$ cat src/rtl/exec_guard.sv
module exec_guard #(
  parameter int AW = 32,
  parameter logic [AW-1:0] FW_LO     = 32'hD000_0000,
  parameter logic [AW-1:0] FW_HI     = 32'hD000_07FF,
  parameter logic [AW-1:0] RAM_BASE  = 32'h4000_0000,
  parameter logic [AW-1:0] RAM_BYTES = 32'h0002_0000,
  parameter logic [AW-1:0] RAM_SPAN  = 32'h0100_0000
) (
  input  logic          clk,
  input  logic          rst_n,
  input  logic          bus_valid,
  input  logic          bus_instr,
  input  logic [AW-1:0] bus_addr,
  input  logic          reg_sel,
  input  logic          reg_wr,
  input  logic [7:0]    reg_off,
  input  logic [AW-1:0] reg_wdata,
  output logic [AW-1:0] reg_rdata,
  output logic          trap
);

  localparam logic [7:0] OFF_CTRL = 8'h60;
  localparam logic [7:0] OFF_LO   = 8'h61;
  localparam logic [7:0] OFF_HI   = 8'h62;
  localparam logic [AW:0] PHYS_END = {1'b0, RAM_BASE} + {1'b0, RAM_BYTES};
  localparam logic [AW:0] DEC_END  = {1'b0, RAM_BASE} + {1'b0, RAM_SPAN};

  logic          armed;
  logic [AW-1:0] win_lo, win_hi;
  logic          fw_hit, oob_hit, win_hit;
  logic          wr_ctrl, wr_lo, wr_hi;
  logic [AW:0]   addr_x;

  assign addr_x  = {1'b0, bus_addr};
  assign wr_ctrl = reg_sel && reg_wr && (reg_off == OFF_CTRL);
  assign wr_lo   = reg_sel && reg_wr && (reg_off == OFF_LO) && !armed;
  assign wr_hi   = reg_sel && reg_wr && (reg_off == OFF_HI) && !armed;

  assign fw_hit  = bus_valid && bus_instr && (bus_addr >= FW_LO) && (bus_addr <= FW_HI);
  assign oob_hit = bus_valid && (addr_x >= PHYS_END) && (addr_x < DEC_END);
  assign win_hit = bus_valid && bus_instr && armed &&
                   (bus_addr >= win_lo) && (bus_addr <= win_hi);

  always_ff @(posedge clk or negedge rst_n) begin
    if (!rst_n) begin
      armed  <= 1'b0;
      win_lo <= '0;
      win_hi <= '0;
    end else begin
      if (wr_ctrl) armed  <= armed | reg_wdata[0];
      if (wr_lo)   win_lo <= reg_wdata;
      if (wr_hi)   win_hi <= reg_wdata;
    end
  end

  always_ff @(posedge clk or negedge rst_n) begin
    if (!rst_n) trap <= 1'b0;
    else if (fw_hit || oob_hit || win_hit) trap <= 1'b1;
  end

  always_comb begin
    case (reg_off)
      OFF_CTRL: reg_rdata = {{(AW-1){1'b0}}, armed};
      OFF_LO:   reg_rdata = win_lo;
      OFF_HI:   reg_rdata = win_hi;
      default:  reg_rdata = '0;
    endcase
  end

  p_fw_fetch_r2: assert property (@(posedge clk) disable iff (!rst_n)
    fw_hit |=> trap);
  p_beyond_ram_r3: assert property (@(posedge clk) disable iff (!rst_n)
    oob_hit |=> trap);
  p_window_fetch_r5: assert property (@(posedge clk) disable iff (!rst_n)
    win_hit |=> trap);
  p_arm_holds_r8: assert property (@(posedge clk) disable iff (!rst_n)
    armed |=> armed);
  p_bounds_frozen_r8: assert property (@(posedge clk) disable iff (!rst_n)
    armed |=> ($stable(win_lo) && $stable(win_hi)));
  p_trap_sticky_r9: assert property (@(posedge clk) disable iff (!rst_n)
    trap |=> trap);
  p_trap_has_cause_r10: assert property (@(posedge clk) disable iff (!rst_n)
    $rose(trap) |-> $past(bus_valid));

endmodule

$ cat config.mk
export PLATFORM = sky130hd
export DESIGN_NAME = exec_guard
export DESIGN_NICKNAME = d
export VERILOG_FILES = /design/src/rtl/exec_guard.sv
export SDC_FILE = /design/constraint.sdc
export NUM_CORES = 1
export LEC_CHECK = 0
export ABC_AREA = 1
export ABC_CLOCK_PERIOD_IN_PS = 2500
export BUFFER_PORTS_ARGS = -buffer_cell sky130_fd_sc_hd__buf_2
export CAP_MARGIN = 10
export CORE_MARGIN = 4
export CORE_UTILIZATION = 50
export DETAILED_ROUTE_END_ITERATION = 10
export PLACE_DENSITY = 0.77
export REMOVE_ABC_BUFFERS = 1
export SETUP_SLACK_MARGIN = 0.2
export SLEW_MARGIN = 10
export SYNTH_ARGS = -nofsm -noshare
export SYNTH_HDL_FRONTEND = slang
export SYNTH_SLANG_ARGS = --single-unit
$ cat constraint.sdc
create_clock -name clk -period 2.5 [get_ports clk]
set_input_delay 0.25 -clock clk [delete_from_list [all_inputs] [get_ports clk]]
set_output_delay 0.25 -clock clk [all_outputs]
set_load 0.05 [all_outputs]
Word-level counts from Yosys, hierarchy flattened
Cells that the tools add are included.
Widths: inputs -> output; s select.
{"block": "classes", "reduce_logical": 17, "muxes": 1, "eq_ne": 3, "n_lt_le_gt_ge": 6, "bitwise_logic": 1}
{"op": "$pmux 32 s3", "count": 1}
{"op": "$ge 32x31->1 const B", "count": 1}
{"op": "$ge 32x32->1", "count": 1}
{"op": "$ge 32x32->1 const B", "count": 1}
{"op": "$le 32x32->1", "count": 1}
{"op": "$le 32x32->1 const B", "count": 1}
{"op": "$lt 32x31->1 const B", "count": 1}
{"op": "$eq 8x7->1 const B", "count": 3}
{"op": "$logic_and 1x1->1", "count": 14}
{"op": "$logic_or 1x1->1", "count": 2}
{"op": "$logic_not 1->1", "count": 1}
{"op": "$or 1x1->1", "count": 1}
{"block": "totals", "regBits": 66, "in_bits": 78}

Longest topological paths before layout
{"block": "logic_depth", "depth_word": 5, "depth_mapped": 15, "ltp_nobuf": 15}

Least setup slack after synthesis
OpenSTA, ideal clock, no wires.
{"block": "synth_path", "kind": "input-to-output", "start": "in reg_off[3]", "end": "out reg_rdata[18]", "t_arrival_ns": 1.780, "required_ns": 2.250, "path_slack_ns": 0.470, "n_path_buf": 1, "stages": 5, "path_cell_list": "or2_1 nor2_1 nand3_2 buf_1 o22ai_1"}
{"block": "synth_between", "elab_chain_cells": 2, "word_cells_on_any_way": 4, "classes_between": "eq/ne (3); mux (1)"}
{"item": "from (decl)", "line": "16", "text": "input logic [7:0] reg_off,"}
{"item": "$eq 8x7->1", "line": "62", "text": "case (reg_off)"}
{"item": "$pmux 32 s3 *", "line": "62"}
{"item": "to (decl)", "line": "18", "text": "output logic [AW-1:0] reg_rdata,"}
Every way passes the cells marked *; elsewhere a longest branch is shown, timed or not.

Final worst setup path
{"block": "layout_path", "start": "in reg_off[3]", "end": "out reg_rdata[25]"}
The elaborated chain is that of the path after synthesis.

==> metrics.md <==
| Metric | Value |
|---|---|
| Total power density per cell area | 427 nW/um2 |
| Core area | 8760 um2 |
| Synth Warn # | 0 |
| Worst-Skew Late Latency | 0.35 ns |
| Sequential fraction of the synthesis area | ~37% |
| # Max-Cap Violations | 0 |
| Post-synthesis cell count | 591 |
| Total standard cell area after synthesis | 4520 um2 |
| Share of final-layout standard cells stronger than drive strength 1 | 19.1% |
| Total leakage power | 3.18 nW |
| Initial cell density of the core | 51.5% |
| Number of pins exceeding their max-slew limit in the final report | 0 |
| Via count | 4,290 |
| Number of antenna cells inserted | 0 |
| Number of input and output port buffers inserted | 110 |
| Final std cell area, no fill | approximately 5400 um2 |
| Adder-cell share of the synthesized area | 17.7% |
| Number of buffers inserted by hold repair at cts | 0 |
| Total congestion overflow | 0 |
| TritonCTS Buffers | 9 |
| Number of levels the H-tree was split into | 3 |
| Achievable Freq | 515 MHz |
| First-pass detailed-route iteration total | 5 |
| Final Setup Violations | 0 |
| Row count | 34 |
| Average via count per standard cell | 5.28 |
| FF-to-FF path depth | 11 |
| Relative slew margins | 47.3% |
| Number of gates given a new drive strength after cts | 0 |
| Final core utilization | 61.6% |
| DIE WIDTH | ~100 um |
| Share of the clock period used by the worst path after layout | 77.7% |
| Run status | finished with violations |
| Post-route minimum period | roughly 1.9 ns |
| Sink count of the clock tree | 66 |
| Unrepaired setup endpoints after global routing | false |
| Average instance area after synthesis | 7.64 um2 |
| Dominant combinational cell family by area after synthesis | adder cells |
| CP Data Arrival Time | roughly 1.7 ns |
| Non-filler instance count after layout | 813 |
| 1st-iter DRT viols | approximately 200 |
| Buffer count from post-CTS setup fixing | 0 |
| Boundary Pins | 111 |
| Peak VDD IR | about 0.3 mV |
| Crit Path Class | input pin to output pin |
| R2r endpoint | trap |
| Instance area at placement | approximately 5200 um2 |
| Count of endpoints failing hold in the final timing report | 33 |
| Clock slew seen by the registers of the worst setup and hold paths | around 0.080 ns |
| Number of instances in the placed design | approximately 800 |
| Slew of the pin with the lowest slew margin | a little under 0.8 ns |
| CTS tree | yes |
| Count of cell types in the netlist | 28 |
| Synth Area in Compound Gates | between 10% and 20% |
| Top post-synthesis cells by area | sky130_fd_sc_hd__dfrtp_1, sky130_fd_sc_hd__ha_1, sky130_fd_sc_hd__a21oi_1 |
| R2R Path Start | win_hi[31] |
| Pin count of the biggest net entering global routing | between 60 and 70 |
| Required time of the critical path | 2.25 ns |
| Cell at the root of the clock tree | sky130_fd_sc_hd__clkbuf_8 |
| Estimated wirelength of the detail-placed design | 8700 um |
| Min setup slack post-route | 0.557 ns |
| Drt total wl | 11,800 um |
| Endpoint class of the critical path | output pin |
| Synthesized flop and latch total | 66 |
| Count of nets left with antenna violations after detail routing | 0 |
| Reg-to-reg setup timing slack | 0.65 ns |
| Source of the critical timing path | reg_off[3] |
| Total routing resource utilization after global routing | 22.9% |
| Vert. Die Dim | 103 um |
| Average wire per standard cell | 14.5 um |
| Worst hold margin | -0.0183 ns |
| Die Footprint | 10,600 um2 |
| Violated checks | negative hold slack |
| Post-Synth Simple-Gate Area | about 17% |
| Area leader, netlist | sky130_fd_sc_hd__dfrtp_1 |
| Share of the synthesized area in the top cell type | 36.6% |
| DRC violations left | 0 |
| Worst Hold Class | input pin to async pin |
| Via count of the first global-routing pass | 4,337 |
| Final Net Count | 842 |
| Clock buffer depth | 2 |
| Share of synthesized area spent on multiplexers | 0% |
| Setup slack after placement | 0.498 ns |
| Worst Clk Skew | 0.00483 ns |
| Critical path fanouts, max | 33 |
| CP startpoint kind | input pin |
| Post-synthesis xor/xnor area fraction | 0% |
| Critical path endpoint | reg_rdata[25] |
| First-pass GRT wire length | 19,300 um |
| Area overhead of the layout relative to synthesis | 19.4% |
| Global placer's final weighted congestion | ~0.90 |
| Antenna violations before repair | 0 |
## cells by family (layout without fill, tap and decap cells)
| family | Yosys count | count (layout) |
|---|---|---|
| AO/OA/AOI/OAI | 141 | 141 |
| flip-flops | 66 | 66 |
| buffers and inverters | 138 | 252 |
| adder cells (fa/ha/maj) | 64 | 64 |
| AND/OR/NAND/NOR | 182 | 182 |
## cells in the final DEF (no fill, tap or decap), types with 4 or more instances in the layout
| cell type | synthesis | layout |
|---|---|---|
| sky130_fd_sc_hd__inv_1 | 120 | 120 |
| sky130_fd_sc_hd__buf_2 | 3 | 110 |
| sky130_fd_sc_hd__a21oi_1 | 95 | 95 |
| sky130_fd_sc_hd__nor2_1 | 83 | 83 |
| sky130_fd_sc_hd__nand2_1 | 70 | 70 |
| sky130_fd_sc_hd__dfrtp_1 | 66 | 66 |
| sky130_fd_sc_hd__ha_1 | 64 | 64 |
| sky130_fd_sc_hd__o22ai_1 | 31 | 31 |
| sky130_fd_sc_hd__clkbuf_8 | 0 | 9 |
| sky130_fd_sc_hd__nand4_1 | 8 | 8 |
| sky130_fd_sc_hd__nand3_1 | 6 | 6 |
| sky130_fd_sc_hd__nor3_1 | 6 | 6 |
| sky130_fd_sc_hd__o21ai_0 | 6 | 6 |
| sky130_fd_sc_hd__buf_4 | 3 | 5 |
| sky130_fd_sc_hd__o21a_1 | 4 | 4 |
## critical path: stages
cell and delay [ns]:
sky130_fd_sc_hd__buf_2 0.10, sky130_fd_sc_hd__or2_1 0.23, sky130_fd_sc_hd__nor2_1 0.16, sky130_fd_sc_hd__nand3_2 0.08, sky130_fd_sc_hd__buf_4 0.26, sky130_fd_sc_hd__o22ai_1 0.28
sky130_fd_sc_hd__buf_2 0.31
## layer usage
layer | vias up | GRT usage, % | routed length (um)
met3 | 23 | 4.87 | 789
met1 | 1967 | 28.4 | 5050
met4 | 0 | 7.17 | 281
met2 | 153 | 39.9 | 5690
li1 | 2147 | - | -
met5 | - | 0 | 0
## layout make-up
class | instances | area, um2
Multi-Input combinational cell | 387 | 2330
Timing Repair Buffer | 116 | 608
Sequential cell | 66 | 1650
Clock buffer | 9 | 124
Tap cell | 108 | 135
Fill cell | 810 | 3370
Inverter | 120 | 450
Clock inverter | 7 | 93.8
## power by group
group          internal, mW  total, mW  switching (mW)
sequential             1.07       1.07        0.000138
clock                 0.560       1.02           0.462
combinational        0.0844      0.217           0.133
total                  1.71       2.31           0.595
## synthesized netlist by cell type
| cell | n |
|---|---|
| sky130_fd_sc_hd__a21oi_1 | 95 |
| sky130_fd_sc_hd__and3b_1 | 1 |
| sky130_fd_sc_hd__buf_1 | 1 |
| sky130_fd_sc_hd__buf_2 | 3 |
| sky130_fd_sc_hd__buf_4 | 3 |
| sky130_fd_sc_hd__clkbuf_1 | 11 |
| sky130_fd_sc_hd__dfrtp_1 | 66 |
| sky130_fd_sc_hd__ha_1 | 64 |
| sky130_fd_sc_hd__inv_1 | 120 |
| sky130_fd_sc_hd__nand2_1 | 70 |
| sky130_fd_sc_hd__nand3_1 | 6 |
| sky130_fd_sc_hd__nand3_2 | 1 |
| sky130_fd_sc_hd__nand3b_1 | 1 |
| sky130_fd_sc_hd__nand4_1 | 8 |
| sky130_fd_sc_hd__nand4_2 | 1 |
| sky130_fd_sc_hd__nor2_1 | 83 |
| sky130_fd_sc_hd__nor3_1 | 6 |
| sky130_fd_sc_hd__nor3_4 | 1 |
| sky130_fd_sc_hd__nor3b_1 | 1 |
| sky130_fd_sc_hd__nor4_1 | 2 |
| sky130_fd_sc_hd__o21a_1 | 4 |
| sky130_fd_sc_hd__o21ai_0 | 6 |
| sky130_fd_sc_hd__o21ai_1 | 1 |
| sky130_fd_sc_hd__o21bai_1 | 2 |
| sky130_fd_sc_hd__o221ai_1 | 1 |
| sky130_fd_sc_hd__o22ai_1 | 31 |
| sky130_fd_sc_hd__o31ai_1 | 1 |
| sky130_fd_sc_hd__or2_1 | 1 |
## worst min path at each step
stage | from | to | slack (ns)
2_1_floorplan | rst_n | armed | -0.05
3_3_place_gp | rst_n | win_lo[3] | 0.37
3_5_place_dp | rst_n | win_hi[3] | 0.38
4_1_cts | rst_n | win_hi[3] | 0.01
5_1_grt | rst_n | win_hi[4] | 0.05
6_report | rst_n | win_hi[3] | -0.02
## per-stage QoR
step                      hold slack [ns]  power (mW)  setup TNS [ns]
after CTS                          0.0100        2.31               0
after global placement              0.372        1.30               0
after floorplan                   -0.0456        1.17          -10.94
after detailed placement            0.378        1.30               0
after global routing               0.0464        2.38               0
final                             -0.0183        2.31               0
## flip-flops by register name, summed over array words and instances (netlist names)
name    cells
win_lo     32
trap        1
win_hi     32
armed       1
(Power assumes the default switching activity.)
